$ cat config.mk
export PLATFORM = sky130hd
export DESIGN_NAME = tapc_top
export DESIGN_NICKNAME = d
export VERILOG_FILES = /design/src/rtl/tapc_pkg.sv /design/src/rtl/tapc_fsm.sv /design/src/rtl/tapc_ir.sv /design/src/rtl/tapc_dr.sv /design/src/rtl/tapc_top.sv
export SDC_FILE = /design/constraint.sdc
export NUM_CORES = 1
export LEC_CHECK = 0
export BUFFER_PORTS_ARGS = -buffer_cell sky130_fd_sc_hd__buf_2
export CORE_MARGIN = 10
export CORE_UTILIZATION = 65
export CTS_BUF_LIST = sky130_fd_sc_hd__clkbuf_2 sky130_fd_sc_hd__clkbuf_4 sky130_fd_sc_hd__clkbuf_8
export CTS_CLUSTER_SIZE = 30
export DETAILED_ROUTE_END_ITERATION = 10
export PLACE_DENSITY = 0.86
export SLEW_MARGIN = 5
export SYNTH_ARGS = -nofsm -noshare
export SYNTH_HDL_FRONTEND = slang
export SYNTH_SLANG_ARGS = --single-unit
$ cat constraint.sdc
create_clock -name tck -period 7 [get_ports tck]
set_input_delay 0.35 -clock tck [delete_from_list [all_inputs] [get_ports tck]]
set_output_delay 0.35 -clock tck [all_outputs]
set_load 0.02 [all_outputs]
$ cat src/rtl/tapc_pkg.sv
package tapc_pkg;
  typedef enum logic [3:0] {
    TLR, RTI, SEL_DR, CAP_DR, SH_DR, EX1_DR, PAU_DR, EX2_DR, UPD_DR,
    SEL_IR, CAP_IR, SH_IR, EX1_IR, PAU_IR, EX2_IR, UPD_IR
  } tap_state_t;

  localparam int IR_W = 8;
  localparam logic [IR_W-1:0] OP_EXTEST = 8'h00;
  localparam logic [IR_W-1:0] OP_SAMPLE = 8'h01;
  localparam logic [IR_W-1:0] OP_IDENT  = 8'h02;
  localparam logic [IR_W-1:0] OP_CLAMP  = 8'h03;
  localparam logic [IR_W-1:0] OP_HIGHZ  = 8'h04;
  localparam logic [IR_W-1:0] OP_BYPASS = 8'hFF;
  localparam logic [IR_W-1:0] IR_CAPTURE = 8'b0000_0001;

  typedef enum logic [1:0] {PATH_BYP, PATH_ID, PATH_BSR} dr_path_t;
endpackage

$ cat src/rtl/tapc_fsm.sv
module tapc_fsm
  import tapc_pkg::*;
(
  input  logic       tck,
  input  logic       trst_n,
  input  logic       tms,
  output tap_state_t state
);
  tap_state_t nxt;

  always_comb begin
    case (state)
      TLR:     nxt = tms ? TLR    : RTI;
      RTI:     nxt = tms ? SEL_DR : RTI;
      SEL_DR:  nxt = tms ? SEL_IR : CAP_DR;
      CAP_DR:  nxt = tms ? EX1_DR : SH_DR;
      SH_DR:   nxt = tms ? EX1_DR : SH_DR;
      EX1_DR:  nxt = tms ? UPD_DR : PAU_DR;
      PAU_DR:  nxt = tms ? EX2_DR : PAU_DR;
      EX2_DR:  nxt = tms ? UPD_DR : SH_DR;
      UPD_DR:  nxt = tms ? SEL_DR : RTI;
      SEL_IR:  nxt = tms ? TLR    : CAP_IR;
      CAP_IR:  nxt = tms ? EX1_IR : SH_IR;
      SH_IR:   nxt = tms ? EX1_IR : SH_IR;
      EX1_IR:  nxt = tms ? UPD_IR : PAU_IR;
      PAU_IR:  nxt = tms ? EX2_IR : PAU_IR;
      EX2_IR:  nxt = tms ? UPD_IR : SH_IR;
      UPD_IR:  nxt = tms ? SEL_DR : RTI;
      default: nxt = TLR;
    endcase
  end

  always_ff @(posedge tck or negedge trst_n) begin
    if (!trst_n) state <= TLR;
    else         state <= nxt;
  end

  AST_TLR_STICKY: assert property (@(posedge tck) disable iff (!trst_n)
    (state == TLR && tms) |=> (state == TLR));
  AST_SEL_EXITS: assert property (@(posedge tck) disable iff (!trst_n)
    (state == SEL_IR && tms) |=> (state == TLR));
endmodule

$ cat src/rtl/tapc_ir.sv
module tapc_ir
  import tapc_pkg::*;
(
  input  logic            tck,
  input  logic            trst_n,
  input  logic            tdi,
  input  tap_state_t      state,
  output logic [IR_W-1:0] instr,
  output logic            ir_so
);
  logic [IR_W-1:0] sr;

  always_ff @(posedge tck or negedge trst_n) begin
    if (!trst_n) begin
      sr    <= '0;
      instr <= OP_IDENT;
    end else begin
      case (state)
        CAP_IR:  sr <= IR_CAPTURE;
        SH_IR:   sr <= {tdi, sr[IR_W-1:1]};
        default: sr <= sr;
      endcase
      if (state == TLR)         instr <= OP_IDENT;
      else if (state == UPD_IR) instr <= sr;
    end
  end

  assign ir_so = sr[0];

  AST_IR_CAPTURE: assert property (@(posedge tck) disable iff (!trst_n)
    (state == CAP_IR) |=> (sr == IR_CAPTURE));
  AST_IR_RESET_OP: assert property (@(posedge tck) disable iff (!trst_n)
    (state == TLR) |=> (instr == OP_IDENT));
endmodule

$ cat src/rtl/tapc_dr.sv
module tapc_dr
  import tapc_pkg::*;
#(
  parameter int          NPIN   = 8,
  parameter logic [31:0] IDCODE = 32'h1357_9BDF
) (
  input  logic              tck,
  input  logic              trst_n,
  input  logic              tdi,
  input  tap_state_t        state,
  input  logic [IR_W-1:0]   instr,
  input  logic [NPIN-1:0]   core_out,
  input  logic [NPIN-1:0]   core_oe,
  output logic              dr_so,
  output logic [2*NPIN-1:0] upd
);
  localparam int BW = 2 * NPIN;

  dr_path_t         path;
  logic             byp;
  logic [31:0]      id_sr;
  logic [BW-1:0]    bsr;

  always_comb begin
    case (instr)
      OP_IDENT:             path = PATH_ID;
      OP_EXTEST, OP_SAMPLE: path = PATH_BSR;
      default:              path = PATH_BYP;
    endcase
  end

  always_ff @(posedge tck or negedge trst_n) begin
    if (!trst_n) begin
      byp   <= 1'b0;
      id_sr <= '0;
      bsr   <= '0;
      upd   <= '0;
    end else begin
      if (state == CAP_DR) begin
        case (path)
          PATH_ID:  id_sr <= IDCODE;
          PATH_BSR: bsr   <= {core_oe, core_out};
          default:  byp   <= 1'b0;
        endcase
      end else if (state == SH_DR) begin
        case (path)
          PATH_ID:  id_sr <= {tdi, id_sr[31:1]};
          PATH_BSR: bsr   <= {tdi, bsr[BW-1:1]};
          default:  byp   <= tdi;
        endcase
      end
      if (state == UPD_DR && path == PATH_BSR) upd <= bsr;
    end
  end

  always_comb begin
    case (path)
      PATH_ID:  dr_so = id_sr[0];
      PATH_BSR: dr_so = bsr[0];
      default:  dr_so = byp;
    endcase
  end

  AST_BYP_CAPTURE: assert property (@(posedge tck) disable iff (!trst_n)
    (state == CAP_DR && path == PATH_BYP) |=> (byp == 1'b0));
  AST_UPD_HOLD: assert property (@(posedge tck) disable iff (!trst_n)
    (path != PATH_BSR) |=> $stable(upd));
endmodule

$ cat src/rtl/tapc_top.sv
module tapc_top
  import tapc_pkg::*;
#(
  parameter int          NPIN   = 8,
  parameter logic [31:0] IDCODE = 32'h1357_9BDF
) (
  input  logic            tck,
  input  logic            trst_n,
  input  logic            tms,
  input  logic            tdi,
  output logic            tdo,
  output logic            tdo_en,
  input  logic            sys_rst_n,
  input  logic [NPIN-1:0] core_out,
  input  logic [NPIN-1:0] core_oe,
  output logic [NPIN-1:0] pad_out,
  output logic [NPIN-1:0] pad_oe
);
  tap_state_t        state;
  logic [IR_W-1:0]   instr;
  logic              ir_so;
  logic              dr_so;
  logic [2*NPIN-1:0] upd;
  logic [NPIN-1:0]   sel_oe;
  logic              shifting;

  tapc_fsm u_fsm (.tck(tck), .trst_n(trst_n), .tms(tms), .state(state));

  tapc_ir u_ir (.tck(tck), .trst_n(trst_n), .tdi(tdi), .state(state),
                .instr(instr), .ir_so(ir_so));

  tapc_dr #(.NPIN(NPIN), .IDCODE(IDCODE)) u_dr (
    .tck(tck), .trst_n(trst_n), .tdi(tdi), .state(state), .instr(instr),
    .core_out(core_out), .core_oe(core_oe), .dr_so(dr_so), .upd(upd));

  assign shifting = (state == SH_DR) || (state == SH_IR);

  always_ff @(negedge tck or negedge trst_n) begin
    if (!trst_n) begin
      tdo    <= 1'b0;
      tdo_en <= 1'b0;
    end else begin
      tdo    <= (state == SH_IR) ? ir_so : dr_so;
      tdo_en <= shifting;
    end
  end

  always_comb begin
    case (instr)
      OP_EXTEST, OP_CLAMP: begin
        pad_out = upd[NPIN-1:0];
        sel_oe  = upd[2*NPIN-1:NPIN];
      end
      OP_HIGHZ: begin
        pad_out = core_out;
        sel_oe  = '0;
      end
      default: begin
        pad_out = core_out;
        sel_oe  = core_oe;
      end
    endcase
    pad_oe = sys_rst_n ? sel_oe : '0;
  end

  AST_RST_TRISTATE: assert property (@(posedge tck) disable iff (!trst_n)
    !sys_rst_n |-> (pad_oe == '0));
  AST_HIGHZ_OFF: assert property (@(posedge tck) disable iff (!trst_n)
    (instr == OP_HIGHZ) |-> (pad_oe == '0));
  AST_TDO_EN_SHIFT: assert property (@(posedge tck) disable iff (!trst_n)
    tdo_en |-> shifting);
  AST_CLAMP_DRIVE: assert property (@(posedge tck) disable iff (!trst_n)
    (instr == OP_CLAMP && sys_rst_n) |-> (pad_oe == upd[2*NPIN-1:NPIN]));
endmodule

==> impl_metrics.yaml, run 1 <==
outcome:
  outcome: "completed"
power:
  power.density_mw_per_mm2: 373
  power_frac_clock: 0.192
  switching_share: 0.369
  total_power_mw: 1.75
  p_int_mw: 1.11
  leakagePower_nw: 2.30
  switchingPower_mw: 0.646
  ir_worst_vdd_mv: 0.222
  p_comb_frac: 0.374
  p_seq_frac: 0.434
setup_path:
  crit_path_start_kind: "flop"
  cp-end-kind: "flop"
  worst-path-max-fanout: 4
  crit_type: "flop to flop"
  worstPathArrival_ns: 3.10
  required_ns: 3.68
logic_synthesis:
  ys_ff_latch: 87
  synth_cell_types: 46
  yosys.area.top_type: "dfrtp_1"
  ys_async_sr_fraction: 1.00
  synthFlopType: "dfrtp_1"
  synth_area_leaders: "dfrtp_1, mux2_2, nand2_1, mux2i_1, mux2_4"
  yosysWarnings: 0
  ys_seq_area_frac: 0.503
  synthCells: 389
  synth_area_mm2: 0.00433
  syn-num-nets: 412
  synth_top_area_share: 0.485
  syn_avg_cell_area_um2: 11.1
  synth_edf_count: 0
cts:
  clock-sinks: 87
  clock_tree.root_cell: "clkbuf_8"
  cts-buffers-inserted: 9
  h-tree-depth: 3
  ctsResizeCount: 0
  clk_latency_ns: 0.35
  cts.clk_slew.worst_paths_ns: 0.08
  cts_tree: "yes"
  cts.path.max_buffers: 2
routing:
  first_pass_iters: 4
  wirelength_mm: 8.71
  vias_per_cell: 5.93
  drtIter0Drc: 149
  wire_per_inst_um: 17.5
  drtAntennaViolNets: 0
  drcViolationCount: 0
  via_count: 2949
placed_design:
  gp_congestion: 0.847
  port_buffers: 38
  dp_hpwl_mm: 5.68
global_route:
  grt_max_degree: 49
  grt_pass1_wl_mm: 14.6
  antenna_found_initial: 0
  grtUsageTotal: 0.176
  grt-ovfl-total: 0
  grt_pass1_vias: 3009
final_layout:
  syn2layout_area_growth_pct: 8.55
  final_cell_mix: "dfrtp_1, mux2_2, nand2_1"
  seqCellArea_mm2: 0.00218
  n_fill_cell: 429
  num_antenna_cells: 0
  fin_nets: 440
  layout-drive-gt1-share: 0.295
  multi_input_area_mm2: 0.00190
  final_common_cell: "dfrtp_1"
timing:
  drv_slew: 0
  slew_headroom: 0.408
  setup_viol: 0
  hold_viol: 0
  clock_skew_ns: 0.0174
  tightest_slew_ns: 0.885
  setup-tns-final_ns: 0
  rsz0062_at_grt: "no"
die:
  num_io_pins: 39
  initial_core_util: 0.674
  die_w_um: 102
  coreArea_mm2: 0.00642
  die_area_mm2: 0.0103
  rows: 29
  dieHeight_um: 102
min_path:
  hold_path_class: "input pin to flop"
run:
  max-cap-violations: 0
## path summary, 6_finish.rpt
| path | start | end | slack (ns) | cells past startpoint |
|---|---|---|---|---|
| min in group asynchronous | trst_n | u_fsm.state[3] | 0.51 | 2 |
| worst min-delay path | tdi | u_ir.sr[7] | 0.31 | 3 |
| worst max-delay path | u_ir.instr[3] | tdo | 0.58 | 7 |
| max in group asynchronous | trst_n | tdo_en | 2.71 | 2 |
| worst max register to register | u_ir.instr[3] | tdo | 0.58 | 7 |
| worst min register to register | u_dr.id_sr[8] | u_dr.id_sr[8] | 0.50 | 1 |
## layer usage
layer | track usage | wire [um]
met3 | 0.0408 | 347
met1 | 0.216 | 3870
met5 | 0 | 0
met4 | 0.0660 | 137
met2 | 0.296 | 4360
## flip-flops by register name, summed over array words and instances (netlist names), 4 cells and up
signal and count:
u_ir.sr 8, u_ir.instr 8, u_dr.bsr 16, u_dr.upd 16, u_fsm.state 4, u_dr.id_sr 32
## power by group through the flow
stage                     logic [mW]  clock network (mW)  registers, mW
after floorplan                0.582                   0          0.697
after global placement         0.621                   0          0.756
after detailed placement       0.647                   0          0.766
after CTS                      0.662               0.339          0.758
after global routing           0.733               0.356          0.781
final                          0.656               0.337          0.760
## repair_timing
action / 4_1_cts / 5_1_grt
setup buffers: 0 / 0
hold endpoints to repair: 37 / 0
hold buffers: 1 / 0
## stage by stage
step	util	hold slack [ns]	worst slack [ns]	instances	instance area [um2]
final	0.732	0.315	0.582	497	4700
after CTS	0.732	0.316	0.623	497	4700
after global routing	0.732	0.323	0.393	497	4700
after floorplan	-	0.0544	0.899	389	4330
after detailed placement	0.702	0.361	0.648	482	4510
after global placement	0.702	0.351	0.728	482	4510
## cell type report
class,instances,area share
sequential,87,0.463
tap,77,0.0205
clock inverter,4,0.0104
clock buffer,10,0.0279
timing repair buffer,43,0.0495
inverter,30,0.0240
multi-input combinational,246,0.404
## Yosys cell counts (2+ instances only)
master and count:
dfrtp_1 84, nor2_1 23, clkbuf_1 13, nand4_1 2, inv_1 30, nand3_1 4
dfrtn_1 2, or3_1 3, a221oi_1 2, buf_6 4, mux2i_1 17, mux2_4 10
buf_2 3, ha_1 2, nand2_1 49, o221ai_1 2, nor3_1 2, a21boi_4 2
buf_1 2, mux2_1 11, nor4b_1 3, nor2b_1 6, a21oi_1 12, mux2_2 52
o21ai_0 12, o22ai_1 15, buf_4 3
## logic make-up after synthesis
kind of cell,share of synthesized area
mux,0.238
compound gates,0.0798
xor+xnor,0.00202
flops,0.503
buf+inv,0.0615
simple gates,0.110
fa+ha+maj,0.00578
## worst max-delay path, stage by stage, from the launching register on
cell      delay [ns]
dfrtp_1         0.40
nor4_1          0.57
nand2_1         0.21
or4b_2          0.65
ha_1            0.36
a221oi_1        0.23
a21oi_1         0.06
mux2_2          0.27
(Power assumes the default switching activity.)
==> inputs of run 2 (changes only) <==
==> constraint.sdc (replaced) <==
create_clock -name tck -period 7 [get_ports tck]
set_input_delay 0.35 -clock tck [delete_from_list [all_inputs] [get_ports tck]]
set_output_delay 0.35 -clock tck [all_outputs]
set_load 0.1 [all_outputs]
==> run 2 against run 1 <==
Against the previous run:
- via count down 0.88%
- clock power up 7.1%
- register-to-register slack better by 0.02 ns
- sequential power about the same
- critical path type unchanged
- utilization up 0.12 points
- combinational power up 20%
- sequential share of layout area down 0.074 points
- hold slack worse by 0.16 ns
- global-route usage down 0.11 points
- die area unchanged
==> impl_metrics.yaml, run 2 (same netlist as run 1, synthesis figures left out) <==
power:
  switching_share: 0.415
  switchingPower_mw: 0.791
  ir_worst_vdd_mv: 0.261
  p_comb_frac: 0.412
  leakagePower_nw: 2.29
  p_int_mw: 1.12
  power_frac_clock: 0.189
  p_seq_frac: 0.399
  power.density_mw_per_mm2: 405
run:
  max-cap-violations: 0
global_route:
  grt_pass1_wl_mm: 14.6
  grt_pass1_vias: 3008
  grtUsageTotal: 0.175
  antenna_found_initial: 0
  grt-ovfl-total: 0
  grt_max_degree: 88
final_layout:
  syn2layout_area_growth_pct: 8.73
  postLayoutCoreUtil: 0.733
  final_cell_mix: "dfrtp_1, mux2_2, nand2_1"
  largest_register_ffs: 32
  num_antenna_cells: 0
  reg_top3: "u_dr.id_sr (32), u_dr.bsr (16), u_dr.upd (16)"
  layout-drive-gt1-share: 0.298
  regMostFlops: "u_dr.id_sr"
  fin_nets: 438
  final_common_cell: "dfrtp_1"
setup_path:
  crit_type: "flop to flop"
  worstPathArrival_ns: 3.08
  required_ns: 3.68
  worst-path-max-fanout: 4
  reg2reg_slack_ns: 0.60
  reg2regPathDepth: 7
  timing.rr.start: "u_ir.instr[3]"
  critical_path.slowest_cell: "or4b_2"
  slowest_delay_ns: 0.64
  r2r-end: "tdo"
  crit_path_start_kind: "flop"
  cp-end-kind: "flop"
  crit_chain: "nor4_1 -> nand2_1 -> or4b_2 -> ha_1 -> a221oi_1 -> a21oi_1 -> mux2_2"
die:
  dieHeight_um: 102
  coreArea_mm2: 0.00642
  initial_core_util: 0.674
  num_io_pins: 39
  rows: 29
  die_w_um: 102
  die_area_mm2: 0.0103
routing:
  vias_per_cell: 5.88
  first_pass_iters: 4
  via_count: 2923
  drtIter0Drc: 173
  drcViolationCount: 0
  wirelength_mm: 8.64
  drtAntennaViolNets: 0
  wire_per_inst_um: 17.4
cts:
  h-tree-depth: 3
  cts_tree: "yes"
  cts.clk_slew.worst_paths_ns: 0.09
  clock_tree.root_cell: "clkbuf_8"
  cts_hold_buf: 0
  cts-buffers-inserted: 9
  ctsResizeCount: 0
  clock-sinks: 87
  cts_setup_buffers: 0
  cts.path.max_buffers: 2
  clk_latency_ns: 0.35
timing:
  tightest_slew_ns: 1.08
  drv_slew: 0
  setup-tns-final_ns: 0
  hold_ws_ns: 0.154
  clock_skew_ns: 0.0198
  setup_viol: 0
  slew_headroom: 0.283
  rsz0062_at_grt: "no"
  hold_viol: 0
placed_design:
  port_buffers: 38
  gp_congestion: 0.844
  dp_hpwl_mm: 5.52
min_path:
  hold_path_class: "input pin to async pin"
outcome:
  outcome: "completed"
[run 2: cell count changes in the layout (fill, tap and decap cells not counted)]
cell	change
buf_4	-1
clkbuf_4	-1
clkbuf_8	+1
clkinv_2	-1
clkinv_4	-1
clkinvlp_4	+2
dlygate4sd3_1	-1
inv_6	+2
[run 2: worst max path at each step]
| stage | slack (ns) | start | depth (start not counted) | endpoint |
|---|---|---|---|---|
| after detailed placement | 0.70 | u_ir.instr[3] | 7 | tdo |
| final | 0.60 | u_ir.instr[3] | 7 | tdo |
| after floorplan | 0.90 | u_ir.instr[3] | 7 | tdo |
| after CTS | 0.63 | u_ir.instr[3] | 7 | tdo |
| after global routing | 0.32 | u_ir.instr[3] | 7 | tdo |
| after global placement | 0.72 | u_ir.instr[3] | 7 | tdo |
[run 2: stage by stage]
step	instances	worst slack (ns)	power, mW	instance area [um2]
after floorplan	389	0.899	1.41	4330
after global placement	481	0.717	1.51	4500
after detailed placement	481	0.698	1.55	4500
after CTS	497	0.628	1.92	4710
after global routing	497	0.324	2.03	4710
final	497	0.604	1.91	4710
[run 2: cell type report]
class / instances / area, um2
well taps: 77 / 96.3
fillers: 449 / 1710
clock buffers: 10 / 138
clock inverters: 6 / 67.6
flip-flops and latches: 87 / 2180
inverters: 30 / 113
multi-input cells: 246 / 1900
repair buffers: 41 / 215
[run 2: power by group through the flow]
| stage | logic, mW | clock network (mW) | registers (mW) |
|---|---|---|---|
| global placement | 0.755 | 0 | 0.756 |
| floorplan | 0.687 | 0 | 0.727 |
| finish | 0.786 | 0.361 | 0.761 |
| CTS | 0.791 | 0.370 | 0.759 |
| detailed placement | 0.780 | 0 | 0.766 |
| global route | 0.860 | 0.386 | 0.782 |
[run 2: layer usage]
metal,GRT usage,routed length [um],vias to the layer above
met1,0.222,3750,1457
met5,0,0,-
li1,-,-,1389
met2,0.291,4450,62
met3,0.0361,279,15
met4,0.0616,151,0
[run 2: critical path: cells and delay by family (launching register included)]
kind,cells,cell delay (ns)
adder cells (fa/ha/maj),1,0.35
flip-flops,1,0.40
AND/OR/NAND/NOR,3,1.43
multiplexers,1,0.26
AO/OA/AOI/OAI,2,0.29
==> inputs of run 3 (changes only) <==
==> constraint.sdc (replaced) <==
create_clock -name tck -period 7 [get_ports tck]
set_input_delay 0.35 -clock tck [delete_from_list [all_inputs] [get_ports tck]]
set_output_delay 0.35 -clock tck [all_outputs]
set_load 0.01 [all_outputs]
==> run 3 against run 2 <==
Against the previous run:
- die area is the same
- flip-flop and latch count stayed put
- first-iteration DRC count shrank 25%
- non-clock buffer count grew 2
- via count fell by 0.34%
- sequential power about the same
- utilization increased by 1.0 points
- count of clock-buffer cells in the layout grew 1
- wire length shrank 0.15%
- critical endpoint unchanged
- largest cell class unchanged
==> impl_metrics.yaml, run 3 (same netlist as run 1, synthesis figures left out) <==
cts:
  cts.clk_slew.worst_paths_ns: 0.08
  clock-sinks: 87
  cts-buffers-inserted: 9
  ctsResizeCount: 0
  clk_latency_ns: 0.35
  cts_tree: "yes"
  clock_tree.root_cell: "clkbuf_8"
  cts.path.max_buffers: 2
  h-tree-depth: 3
timing:
  hold_viol: 0
  slew_headroom: 0.372
  setup_ws_ns: 0.524
  drv_slew: 0
  tightest_slew_ns: 0.939
  clock_skew_ns: 0.0205
  setup-tns-final_ns: 0
  rsz0062_at_grt: "no"
  setup_viol: 0
global_route:
  grt_pass1_wl_mm: 14.3
  grt-ovfl-total: 0
  antenna_found_initial: 0
  grt_max_degree: 50
  grtUsageTotal: 0.172
  grt_pass1_vias: 2895
final_layout:
  regMostFlops: "u_dr.id_sr"
  final_common_cell: "dfrtp_1"
  final_cell_mix: "dfrtp_1, mux2_2, nand2_1"
  reg_top3: "u_dr.id_sr (32), u_dr.bsr (16), u_dr.upd (16)"
  layout-drive-gt1-share: 0.297
  fin_nets: 440
  num_antenna_cells: 0
  largest_register_ffs: 32
  syn2layout_area_growth_pct: 10.2
setup_path:
  cp-end-kind: "flop"
  worst-path-max-fanout: 4
  crit_type: "flop to flop"
  required_ns: 3.69
  crit_path_start_kind: "flop"
  worstPathArrival_ns: 3.16
routing:
  top_layer: "met4"
  drcViolationCount: 0
  dr_wl_met2_mm: 4.32
  drtIter0Drc: 130
  wl_met3_um: 303
  drtAntennaViolNets: 0
  wirelength_mm: 8.62
  via_count: 2913
  wire_per_inst_um: 17.3
  vias_per_cell: 5.85
  first_pass_iters: 4
  wl_met1_mm: 3.86
placed_design:
  port_buffers: 38
  dp_hpwl_mm: 5.62
  gp_congestion: 0.835
  dpl_worst_slack_ns: 0.629
die:
  dieHeight_um: 102
  initial_core_util: 0.674
  die_area_mm2: 0.0103
  num_io_pins: 39
  rows: 29
  die_w_um: 102
  coreArea_mm2: 0.00642
outcome:
  outcome: "completed"
power:
  ir_worst_vdd_mv: 0.299
  leakagePower_nw: 2.33
  power.density_mw_per_mm2: 382
run:
  max-cap-violations: 0
min_path:
  hold_path_class: "input pin to flop"
## run 3: cell types whose count changed in the layout (fill, tap and decap cells not counted)
cell	previous run	this run
clkinv_2	1	0
clkinvlp_4	2	0
bufinv_16	1	3
buf_4	4	5
inv_6	2	0
clkbuf_8	10	11
inv_8	0	1
dlygate4sd3_1	0	1
## run 3: through the flow
stage | instance area (um2) | total power, mW | util | std cells | hold WS [ns]
2_1_floorplan | 4330 | 1.26 | - | 389 | 0.0544
4_1_cts | 4770 | 1.83 | 0.743 | 498 | 0.291
5_1_grt | 4770 | 1.95 | 0.743 | 498 | 0.308
3_5_place_dp | 4510 | 1.39 | 0.702 | 482 | 0.348
3_3_place_gp | 4510 | 1.36 | 0.702 | 482 | 0.344
6_report | 4770 | 1.82 | 0.743 | 498 | 0.305
## run 3: per-layer routing
metal  track usage  vias to the layer above
li1              -                     1389
met1         0.228                     1443
met2         0.271                       65
met3        0.0313                       16
met4        0.0726                        0
met5             0                        -
## run 3: critical path: stages, from the launching register on
cell      delay [ns]
dfrtp_1         0.40
nor4_1          0.60
nand2_1         0.24
or4b_2          0.65
ha_1            0.36
a221oi_1        0.24
a21oi_1         0.06
mux2_2          0.26
## run 3: path summary, 6_finish.rpt
check | from | end | slack, ns | cells after the start
max reg2reg | u_ir.instr[3] | tdo | 0.52 | 7
max | u_ir.instr[3] | tdo | 0.52 | 7
min reg2reg | u_dr.id_sr[20] | u_dr.id_sr[20] | 0.49 | 1
min in group asynchronous | trst_n | u_fsm.state[0] | 0.50 | 2
max in group asynchronous | trst_n | tdo_en | 2.73 | 2
min | tdi | u_dr.id_sr[31] | 0.31 | 3
## run 3: report_power, final
group / switching [mW] / total, mW / internal (mW) / leakage [nW]
clock: 0.179 / 0.436 / 0.257 / 0.128
sequential: 0.127 / 0.758 / 0.631 / 1.16
combinational: 0.321 / 0.631 / 0.309 / 1.04
total: 0.627 / 1.82 / 1.20 / 2.33
## run 3: area by class of cell
cell class                 count  area, um2
tap                           77       96.3
clock inverter                 4        101
sequential                    87       2180
multi-input combinational    246       1900
fill                         418       1650
inverter                      30        113
timing repair buffer          43        233
clock buffer                  11        151
## run 3: timing repair
action	4_1_cts	5_1_grt
hold endpoints to repair	36	0
hold buffers	1	0
endpoints found under the setup margin	0	0
buffers inserted	0	0
